[src/rtl/lcd_boot_pkg.sv]
// Shared types and elaboration-time helpers for the LCD boot sequencer.
// Assumes times are given in tenths of a microsecond.
package lcd_boot_pkg;

    typedef enum logic [1:0] {
        ST_SCRIPT,  // walking the fixed command script
        ST_HOLD,    // final or post-cursor wait before ready
        ST_READY    // idle, cursor requests accepted
    } seq_state_t;

    // Clock cycles covering a time in 0.1 us units, rounded up, never below 2
    function automatic longint wait_cycles(longint tenth_us, longint clk_hz);
        longint c;
        c = (tenth_us * clk_hz + 64'd9_999_999) / 64'd10_000_000;
        if (c < 2) c = 2;
        return c;
    endfunction

endpackage

[src/rtl/lcd_wait_timer.sv]
// Down-counting wait timer. Reset preloads RST_VAL; a load takes precedence
// over counting; expired is high while the count sits at zero.
// Assumes load_val already has the "minus one" applied by the caller.
module lcd_wait_timer #(
    parameter int CW = 20,
    parameter logic [CW-1:0] RST_VAL = '0
) (
    input  logic          clk,
    input  logic          rst_n,
    input  logic          load,
    input  logic [CW-1:0] load_val,
    output logic          expired
);
    logic [CW-1:0] cnt;

    // Count down toward zero, reload on request
    always_ff @(posedge clk) begin
        if (!rst_n)             cnt <= RST_VAL;
        else if (load)          cnt <= load_val;
        else if (cnt != '0)     cnt <= cnt - 1'b1;
    end

    assign expired = (cnt == '0);

    AST_EXPIRED_STICKS: assert property (@(posedge clk) disable iff (!rst_n)
        expired && !load |=> expired);

endmodule

[src/rtl/lcd_init_script.sv]
// Fixed power-up command script: for each step index gives the command byte
// and the wait that follows it. Assumes step 0..6; wait values fit in CW bits.
module lcd_init_script #(
    parameter int CLK_HZ = 50_000_000,
    parameter int CW     = 20
) (
    input  logic [2:0]    step,
    output logic [7:0]    cmd,
    output logic [CW-1:0] wait_cyc
);
    localparam logic [CW-1:0] W_4M1  = CW'(lcd_boot_pkg::wait_cycles(41000, CLK_HZ));
    localparam logic [CW-1:0] W_100U = CW'(lcd_boot_pkg::wait_cycles(1000,  CLK_HZ));
    localparam logic [CW-1:0] W_40U  = CW'(lcd_boot_pkg::wait_cycles(400,   CLK_HZ));
    localparam logic [CW-1:0] W_1M64 = CW'(lcd_boot_pkg::wait_cycles(16400, CLK_HZ));

    localparam logic [7:0] C_WIDTH8 = 8'h38;
    localparam logic [7:0] C_ENTRY  = 8'h06;
    localparam logic [7:0] C_DISPON = 8'h0C;
    localparam logic [7:0] C_CLEAR  = 8'h01;

    // Step decode: byte sent at this step and pause after it
    always_comb begin
        case (step)
            3'd0:    begin cmd = C_WIDTH8; wait_cyc = W_4M1;  end
            3'd1:    begin cmd = C_WIDTH8; wait_cyc = W_100U; end
            3'd2:    begin cmd = C_WIDTH8; wait_cyc = W_40U;  end
            3'd3:    begin cmd = C_WIDTH8; wait_cyc = W_40U;  end
            3'd4:    begin cmd = C_ENTRY;  wait_cyc = W_40U;  end
            3'd5:    begin cmd = C_DISPON; wait_cyc = W_40U;  end
            default: begin cmd = C_CLEAR;  wait_cyc = W_1M64; end
        endcase
    end

endmodule

[src/rtl/lcd_cursor_map.sv]
// Maps a line number (1 or 2) and a column to a display-address command.
// Assumes COLS is a power of two no larger than 64.
module lcd_cursor_map #(
    parameter int COLS = 16,
    localparam int COL_W = $clog2(COLS)
) (
    input  logic [1:0]       line,
    input  logic [COL_W-1:0] col,
    output logic [7:0]       addr,
    output logic             ok
);
    localparam logic [7:0] ADDR_CMD = 8'h80;
    localparam logic [7:0] ROW2_OFS = 8'h40;

    // Only lines 1 and 2 exist; build the address command
    always_comb begin
        ok   = (line == 2'd1) || (line == 2'd2);
        addr = ADDR_CMD | ((line == 2'd2) ? ROW2_OFS : 8'h00) | 8'(col);
    end

endmodule

[src/rtl/lcd_boot_sequencer.sv]
// Top: runs the LCD power-up command script after reset, then serves cursor
// moves. Each command is a one-cycle strobe to an external write engine that
// handles E timing; all pauses are counted here. Assumes the write engine
// accepts a strobe at any time.
module lcd_boot_sequencer #(
    parameter int CLK_HZ = 50_000_000,
    parameter int COLS   = 16
) (
    input  logic       clk,
    input  logic       rst_n,
    input  logic       cur_req,
    input  logic [1:0] cur_line,
    input  logic [3:0] cur_col,
    output logic       wr_req,
    output logic       wr_rs,
    output logic [7:0] wr_data,
    output logic       ready
);
    import lcd_boot_pkg::*;

    localparam longint W_PWR_L = wait_cycles(150000, CLK_HZ);
    localparam int     CW      = $clog2(W_PWR_L + 1);
    localparam logic [CW-1:0] W_PWR = CW'(W_PWR_L);
    localparam logic [CW-1:0] W_GAP = CW'(wait_cycles(400, CLK_HZ));
    localparam logic [2:0]    LAST_STEP = 3'd6;

    seq_state_t    state;
    logic [2:0]    step;
    logic [7:0]    scr_cmd;
    logic [CW-1:0] scr_wait;
    logic [7:0]    map_addr;
    logic          map_ok;
    logic          expired;
    logic          tmr_load;
    logic [CW-1:0] tmr_val;
    logic          take_cursor;

    lcd_init_script #(.CLK_HZ(CLK_HZ), .CW(CW)) u_script (
        .step     (step),
        .cmd      (scr_cmd),
        .wait_cyc (scr_wait)
    );

    lcd_cursor_map #(.COLS(COLS)) u_map (
        .line (cur_line),
        .col  (cur_col),
        .addr (map_addr),
        .ok   (map_ok)
    );

    lcd_wait_timer #(.CW(CW), .RST_VAL(W_PWR - 1'b1)) u_timer (
        .clk      (clk),
        .rst_n    (rst_n),
        .load     (tmr_load),
        .load_val (tmr_val),
        .expired  (expired)
    );

    // Timer reload: after each script command, or after a cursor command
    always_comb begin
        take_cursor = (state == ST_READY) && cur_req && map_ok;
        tmr_load    = ((state == ST_SCRIPT) && expired) || take_cursor;
        tmr_val     = (state == ST_SCRIPT) ? (scr_wait - 1'b1) : (W_GAP - 1'b1);
    end

    // Sequencer: issue script commands, wait out final pause, serve cursor
    always_ff @(posedge clk) begin
        if (!rst_n) begin
            state   <= ST_SCRIPT;
            step    <= '0;
            wr_req  <= 1'b0;
            wr_data <= '0;
            ready   <= 1'b0;
        end else begin
            wr_req <= 1'b0;
            case (state)
                ST_SCRIPT: if (expired) begin
                    wr_req  <= 1'b1;
                    wr_data <= scr_cmd;
                    if (step == LAST_STEP) state <= ST_HOLD;
                    else                   step  <= step + 1'b1;
                end
                ST_HOLD: if (expired) begin
                    ready <= 1'b1;
                    state <= ST_READY;
                end
                default: if (take_cursor) begin
                    wr_req  <= 1'b1;
                    wr_data <= map_addr;
                    ready   <= 1'b0;
                    state   <= ST_HOLD;
                end
            endcase
        end
    end

    assign wr_rs = 1'b0;

    AST_STROBE_SINGLE: assert property (@(posedge clk) disable iff (!rst_n)
        wr_req |=> !wr_req);
    AST_NO_CMD_AT_READY: assert property (@(posedge clk) disable iff (!rst_n)
        $rose(ready) |-> !wr_req);
    AST_CURSOR_MSB: assert property (@(posedge clk) disable iff (!rst_n)
        $past(ready) && wr_req |-> wr_data[7]);
    AST_CURSOR_TAKES: assert property (@(posedge clk) disable iff (!rst_n)
        ready && cur_req && (cur_line == 2'd1 || cur_line == 2'd2) |=> wr_req && !ready);
    AST_BAD_LINE_IGNORED: assert property (@(posedge clk) disable iff (!rst_n)
        ready && cur_req && (cur_line == 2'd0 || cur_line == 2'd3) |=> !wr_req && ready);
    AST_BUSY_IGNORED: assert property (@(posedge clk) disable iff (!rst_n)
        !ready && (state == ST_HOLD) && !expired |=> !wr_req);

endmodule

[config.mk]
export PLATFORM = sky130hd
export DESIGN_NAME = lcd_boot_sequencer
export DESIGN_NICKNAME = d
export VERILOG_FILES = /design/src/rtl/lcd_boot_pkg.sv /design/src/rtl/lcd_wait_timer.sv /design/src/rtl/lcd_init_script.sv /design/src/rtl/lcd_cursor_map.sv /design/src/rtl/lcd_boot_sequencer.sv
export SDC_FILE = /design/constraint.sdc
export NUM_CORES = 1
export LEC_CHECK = 0
export ABC_AREA = 1
export CAP_MARGIN = 30
export CORE_MARGIN = 5
export CORE_UTILIZATION = 40
export CTS_BUF_LIST = sky130_fd_sc_hd__clkbuf_8
export CTS_CLUSTER_DIAMETER = 200
export DETAILED_ROUTE_END_ITERATION = 8
export HOLD_SLACK_MARGIN = 0.05
export PLACE_DENSITY = 0.7
export SYNTH_ARGS = -nofsm -noshare
export SYNTH_HDL_FRONTEND = slang
export SYNTH_SLANG_ARGS = --single-unit
export TNS_END_PERCENT = 10
[constraint.sdc]
create_clock -name clk -period 1.96 [get_ports clk]
set_input_delay 0.196 -clock clk [delete_from_list [all_inputs] [get_ports clk]]
set_output_delay 0.196 -clock clk [all_outputs]
set_load 0.01 [all_outputs]
**Word level (Yosys, flattened, before mapping)**

Index checks and enable logic that the tools add are counted.

- Register bits: 35
- Bits in latches: 0
- Bits in writable memories: 0
- Bits in read-only memories: 0
- Bits of input ports: 9
- Memories kept: 0

- Add/sub/neg operators: 3
- $mul: 0
- Div/mod/pow operators: 0
- Magnitude comparators: 0
- Equal/unequal tests: 13
- Shift-type cells: 0
- Mux-type cells: 20
- Bitwise operators: 4
- Reduce and logical (&&, ||, !) cells: 19

Operators with widths:

| kind | number |
|---|---|
| 20-bit 2-to-1 mux | 3 |
| 18-bit one-hot mux with 3 select lines | 1 |
| 20-bit by 1-bit subtractor with 20-bit output, second input constant | 2 |
| 20-bit logical NOT | 1 |
| 20-bit nonzero test | 1 |
| 6-bit one-hot mux with 3 select lines | 1 |
| 8-bit 2-to-1 mux | 2 |
| 8-bit one-hot mux with 2 select lines | 1 |
| 3-bit == test, second input constant | 3 |
| 3-bit AND reduction | 3 |
| 2-bit 2-to-1 mux | 4 |
| 8-bit by 4-bit bitwise OR with 8-bit output | 1 |
| 4-bit OR reduction | 2 |
| 7-bit 2-to-1 mux | 1 |
| 3-bit by 2-bit == test with 1-bit output, second input constant | 2 |
| 2-bit nonzero test | 3 |
| 2-bit by 1-bit == test with 1-bit output, second input constant | 2 |
| 2-bit == test, second input constant | 2 |
| 1-bit 2-to-1 mux | 4 |
| 2-bit != test, second input constant | 2 |
| 1-bit one-hot mux with 2 select lines | 2 |
| 2-bit one-hot mux with 2 select lines | 1 |
| 4-bit AND reduction | 1 |
| 3-bit by 1-bit adder with 3-bit output, second input constant | 1 |
| other kinds (8) | 13 |

**Depth between registers and ports, before layout**

- Word-level depth: 6
- Mapped depth: 12
- Mapped depth without buffers: 11

**Modules after synthesis**

From an unflattened synthesis, not the netlist that was laid out.

- Cell total of the unflattened synthesis: 477
- Area total of the unflattened synthesis: 2,902.8 µm²

Modules (own cells, without submodules):

| module | times used | cells an instance | area each (µm²) | sequential area each (µm²) |
|---|---|---|---|---|
| lcd_boot_sequencer | 1 | 231 | 1,286.2 | 300.3 |
| lcd_wait_timer | 1 | 193 | 1,275.0 | 400.4 |
| lcd_init_script | 1 | 41 | 261.5 | 0.0 |
| lcd_cursor_map | 1 | 12 | 80.1 | 0.0 |

**Worst setup path after synthesis**

OpenSTA, ideal clock, no wires.

- Path type: flip-flop to flip-flop
- Start: reg u_timer.cnt[0]
- End: reg u_timer.cnt[17]
- Library setup time: 0.126 ns
- Arrival: 1.471 ns
- Required time: 1.834 ns
- Slack: 0.363 ns
- Cell stages (with the launch flop): 13
- Path buffers: 1
- Cells stage by stage: dfxtp_1 > inv_1 > ha_1 > nand2_1 > nor2_1 > nand3_4 > nand2_4 > nand2_4 > buf_6 > nand2_1 > nand2_1 > nand2_1 > nand2_1

- Cells in the longest elaborated chain, start to end: 4
- Elaborated cells on any way between the ends: 8
- Classes of those cells: 1 x add/sub; 2 x mux; 5 x reduce/logical

Ends and longest elaborated chain:

| element | RTL line | source |
|---|---|---|
| from (decl) | lcd_wait_timer.sv:14 | `logic [CW-1:0] cnt;` |
| from (signal assigned) | lcd_wait_timer.sv:19 | `else if (load) cnt <= load_val;` |
| from (signal assigned) | lcd_wait_timer.sv:20 | `else if (cnt != '0) cnt <= cnt - 1'b1;` |
| branches (longest 4 deep; another with 20-bit by 1-bit subtractor with 20-bit output) | n/a |  |

Several ways; the timed one is not identified. The select of a mux whose other input is x is not followed.
A chain may end at the register's enable or synchronous reset.

**Final worst setup path**

- Start: in cur_line[0]
- End: reg u_timer.cnt[1]

- Cells in the longest elaborated chain, start to end: 5
- Elaborated cells on any way between the ends: 7
- Classes of those cells: 2 x eq/ne; 1 x mux; 4 x reduce/logical

Ends and longest elaborated chain:

| element | RTL line | source |
|---|---|---|
| from (decl) | lcd_boot_sequencer.sv:12 | `input logic [1:0] cur_line,` |
| 2-bit by 1-bit == test with 1-bit output or 2-bit == test (tied branches) | lcd_cursor_map.sv:17 | `ok = (line == 2'd1) \|\| (line == 2'd2);` |
| 1-bit logical OR (*) | lcd_cursor_map.sv:17 |  |
| 1-bit logical AND (*) | lcd_boot_sequencer.sv:61 | `take_cursor = (state == ST_READY) && cur_req && map_ok;` |
| 1-bit logical OR (*) | lcd_boot_sequencer.sv:62 | `tmr_load = ((state == ST_SCRIPT) && expired) \|\| take_cursor;` |
| 20-bit 2-to-1 mux or 2-bit nonzero test (tied branches) | n/a |  |

Every way passes the cells marked *; elsewhere a longest branch is shown, timed or not.

==> out/qor.txt <==
Outcome - complete, no violations
H-Tree Depth - 2
Yosys reg bits - 34
WHS Endpoint - wr_data[6]
Delay-heaviest family, CP - simple AND/OR/NAND/NOR gates
Commonest cells in the netlist - nand2_1, nor2_1, dfxtp_1, inv_1, nand3_1
Drt pass-1 iters - 4
RSZ-0062 raised after global routing - no
Number of global-route vias before repair - 1993
Root Buffer - clkbuf_8
Gr usage total - 0.1523
Clock skew - 0.006862 ns
P_int - 0.9577 mW
Final worst path period need - 1.771 ns
First-pass GRT wire length - 8.832 mm
Ys async rst share - 0
Top cell type's share of synthesized area - 0.3091
Post-route ant nets - 0
Core box area - 5439 µm²
Hold wc startpoint - wr_data[6]
Data required, critical path - 2.12 ns
Max_cap viols - 0
Final setup margin - 0.1894 ns
Peak VDD IR - 359.8 µV
Clock Latency Late Sink - 0.28 ns
CTS buffer count - 5
Reg2Reg Launch Point - u_timer.cnt[1]
Hold Worst Slack - 0.4643 ns
Grt ovf - 0
Largest net degree at the start of global routing - 21
Leak - 1.153 nW
Ant. Diodes - 0
CTS tree - done
GPL Wtd Cong - 0.8757
PortBufs - 18
Critical Path AT - 1.93 ns
Area of the die - 7089 µm²
Clk network pwr share - 0.383
Combinational share of power - 0.048
Critical Path Source Type - primary input
Vias per cell - 4.838
Main flop type after synthesis - dfxtp_1
PwrDens - 474.8 nW/µm²
Effective utilization at floorplan - 0.4049
Sw Pwr - 0.2732 mW
Max FO, Critical Path - 20
# IOs - 20
Clock buffer depth - 2
CP max-delay cell - clkdlybuf4s50_1
Final setup viols - 0
Crit path kind - in2reg
Most used cell, CP - inv_1
CP max stage delay - 0.46 ns
Synth Instances - 336
Biggest area consumer among synthesized cells - dfxtp_1
Sequential element share of the synthesized area - 0.3091
CTS Sinks - 34
Fmax - 0.5648 GHz
Crit-path cells - clkdlybuf4s50_1 -> inv_1 -> ha_1 -> nor2_1 -> nand3_1 -> nand2_2 -> nand2_4 -> nand2_1 -> inv_1 -> o211ai_1
Flop-to-flop setup slack - 0.20 ns
Die W - 84.20 µm
Via count - 2119
Yosys cell types - 32
# rows - 27
Initial antenna violation count - 0
Sw frac - 0.2219
R2R depth - 10
Yosys warns - 0
DR WL/cell - 11.85 µm
Die H - 84.20 µm
Drt total wl - 5.192 mm
Top-count cell post-synth - nand2_1
Post-synth EDFFs - 0
Tcrit/Tclk final - 0.9034
Worst setup EP type - register
Non-Filler Instances - 438
Drt drc - 0
Final TNS setup - 0 ns
Slew Limit Fails - 0
Final Net Count - 388
Synth top area cells - dfxtp_1, nand2_1, nor2_1
Hold Crit Class - reg2reg
Syn Std Cell Area - 2202 µm²
Average size of a mapped cell - 6.554 µm²
Final Hold Fails - 0
Pre-CTS setup slack - -0.08501 ns
Number of DRC violations after detailed-routing iteration 0 - 157
P&R area growth vs syn - 17.73%
Worst Path Buf+Inv - 3
Worst reg2reg path endpoint - u_timer.cnt[1]
Hold path cells - 2
# placed instances - 431
Fin util - 0.4767
Share of layout cells above drive strength 1 - 0.09836
Clock slew at reported path FFs - 0.06 ns
Seq pwr share - 0.570
Placed wire-length estimate - 4.045 mm
[registers in the layout, summed over array words and instances (netlist names)]
name,count
ready,1
step,3
u_timer.cnt,20
wr_data,7
wr_req,1
state,2
[power groups by stage]
| stage | Combinational [mW] | Clock [mW] | Sequential, mW |
|---|---|---|---|
| 6_report | 0.0586 | 0.471 | 0.701 |
| 3_5_place_dp | 0.0580 | 0 | 0.717 |
| 3_3_place_gp | 0.0575 | 0 | 0.717 |
| 4_1_cts | 0.0581 | 0.493 | 0.701 |
| 5_1_grt | 0.0659 | 0.524 | 0.701 |
| 2_1_floorplan | 0.0309 | 0 | 0.715 |
[metal layers]
layer | up-vias | share of wire | global-route usage
met4 | 0 | 0.014 | 0.05702
met2 | 53 | 0.46 | 0.2432
li1 | 1118 | - | -
met3 | 8 | 0.055 | 0.03533
met1 | 940 | 0.47 | 0.1998
met5 | - | 0 | 0
[cells in the final DEF (no fill, tap or decap)]
cell and instances:
a21oi_2 1, nor2_4 2, nor2_2 7, clkbuf_8 5, buf_4 13, o21ai_2 1, clkdlybuf4s50_1 18, o211ai_1 1
inv_1 36, xnor2_1 1, nor3_1 7, o22ai_1 1, nand2_4 3, nand3b_1 3, nand3_1 27, nor3b_1 1
inv_2 1, a21oi_1 12, nand2_1 96, ha_1 13, xor2_1 8, dfxtp_1 34, nand4_1 5, nand2_2 2
nor2_1 48, nand3_4 1, and3_1 1, o21ai_0 12, conb_1 2, a211oi_1 2, and2_1 2
[area by class of cell]
class / instances / area (µm²)
Multi-Input combinational cell: 259 / 1336
Clock inverter: 2 / 7.507
Clock buffer: 5 / 68.82
Tap cell: 72 / 90.09
Sequential cell: 34 / 680.7
Timing Repair Buffer: 31 / 277.8
Fill cell: 547 / 2846
Inverter: 35 / 131.4
[how the worst max path moves through the flow]
stage / to / from / slack [ns] / cells after the start
4_1_cts: u_timer.cnt[10] / cur_line[0] / 0.21 / 10
5_1_grt: u_timer.cnt[1] / cur_line[0] / 0.02 / 10
3_3_place_gp: u_timer.cnt[10] / cur_line[0] / -0.02 / 10
3_5_place_dp: u_timer.cnt[10] / cur_line[0] / -0.09 / 10
2_1_floorplan: u_timer.cnt[17] / u_timer.cnt[0] / 0.36 / 12
6_report: u_timer.cnt[1] / cur_line[0] / 0.19 / 10
[worst reg2reg max path, stage by stage, from the launching register on]
cell      delay [ns]
dfxtp_1         0.33
inv_1           0.08
ha_1            0.18
nand2_1         0.08
nor2_1          0.21
nand3_4         0.18
nand2_4         0.11
nand2_4         0.15
nand2_1         0.19
inv_1           0.10
o211ai_1        0.08
[through the flow]
stage / power, mW / instance area [µm²]
after global placement: 0.7741 / 2509
final: 1.231 / 2592
after floorplan: 0.7461 / 2206
after detailed placement: 0.7746 / 2509
after global routing: 1.290 / 2592
after CTS: 1.252 / 2585
[logic make-up after synthesis]
group	count (synthesis)	share of synthesized area
flip-flops	34	0.3091
AND/OR/NAND/NOR	205	0.4148
XOR/XNOR	9	0.03580
other	1	0.001703
AO/OA/AOI/OAI	30	0.07557
adder cells (fa/ha/maj)	13	0.07387
buffers and inverters	44	0.08920
[repair_timing]
| item | CTS | global route |
|---|---|---|
| buffers inserted | 0 | 0 |
| hold buffers | 0 | 0 |
| endpoints found under the setup margin | 0 | 2 |
| gates resized for setup | 0 | 2 |
Note: power is estimated with default switching activity, not from simulation.
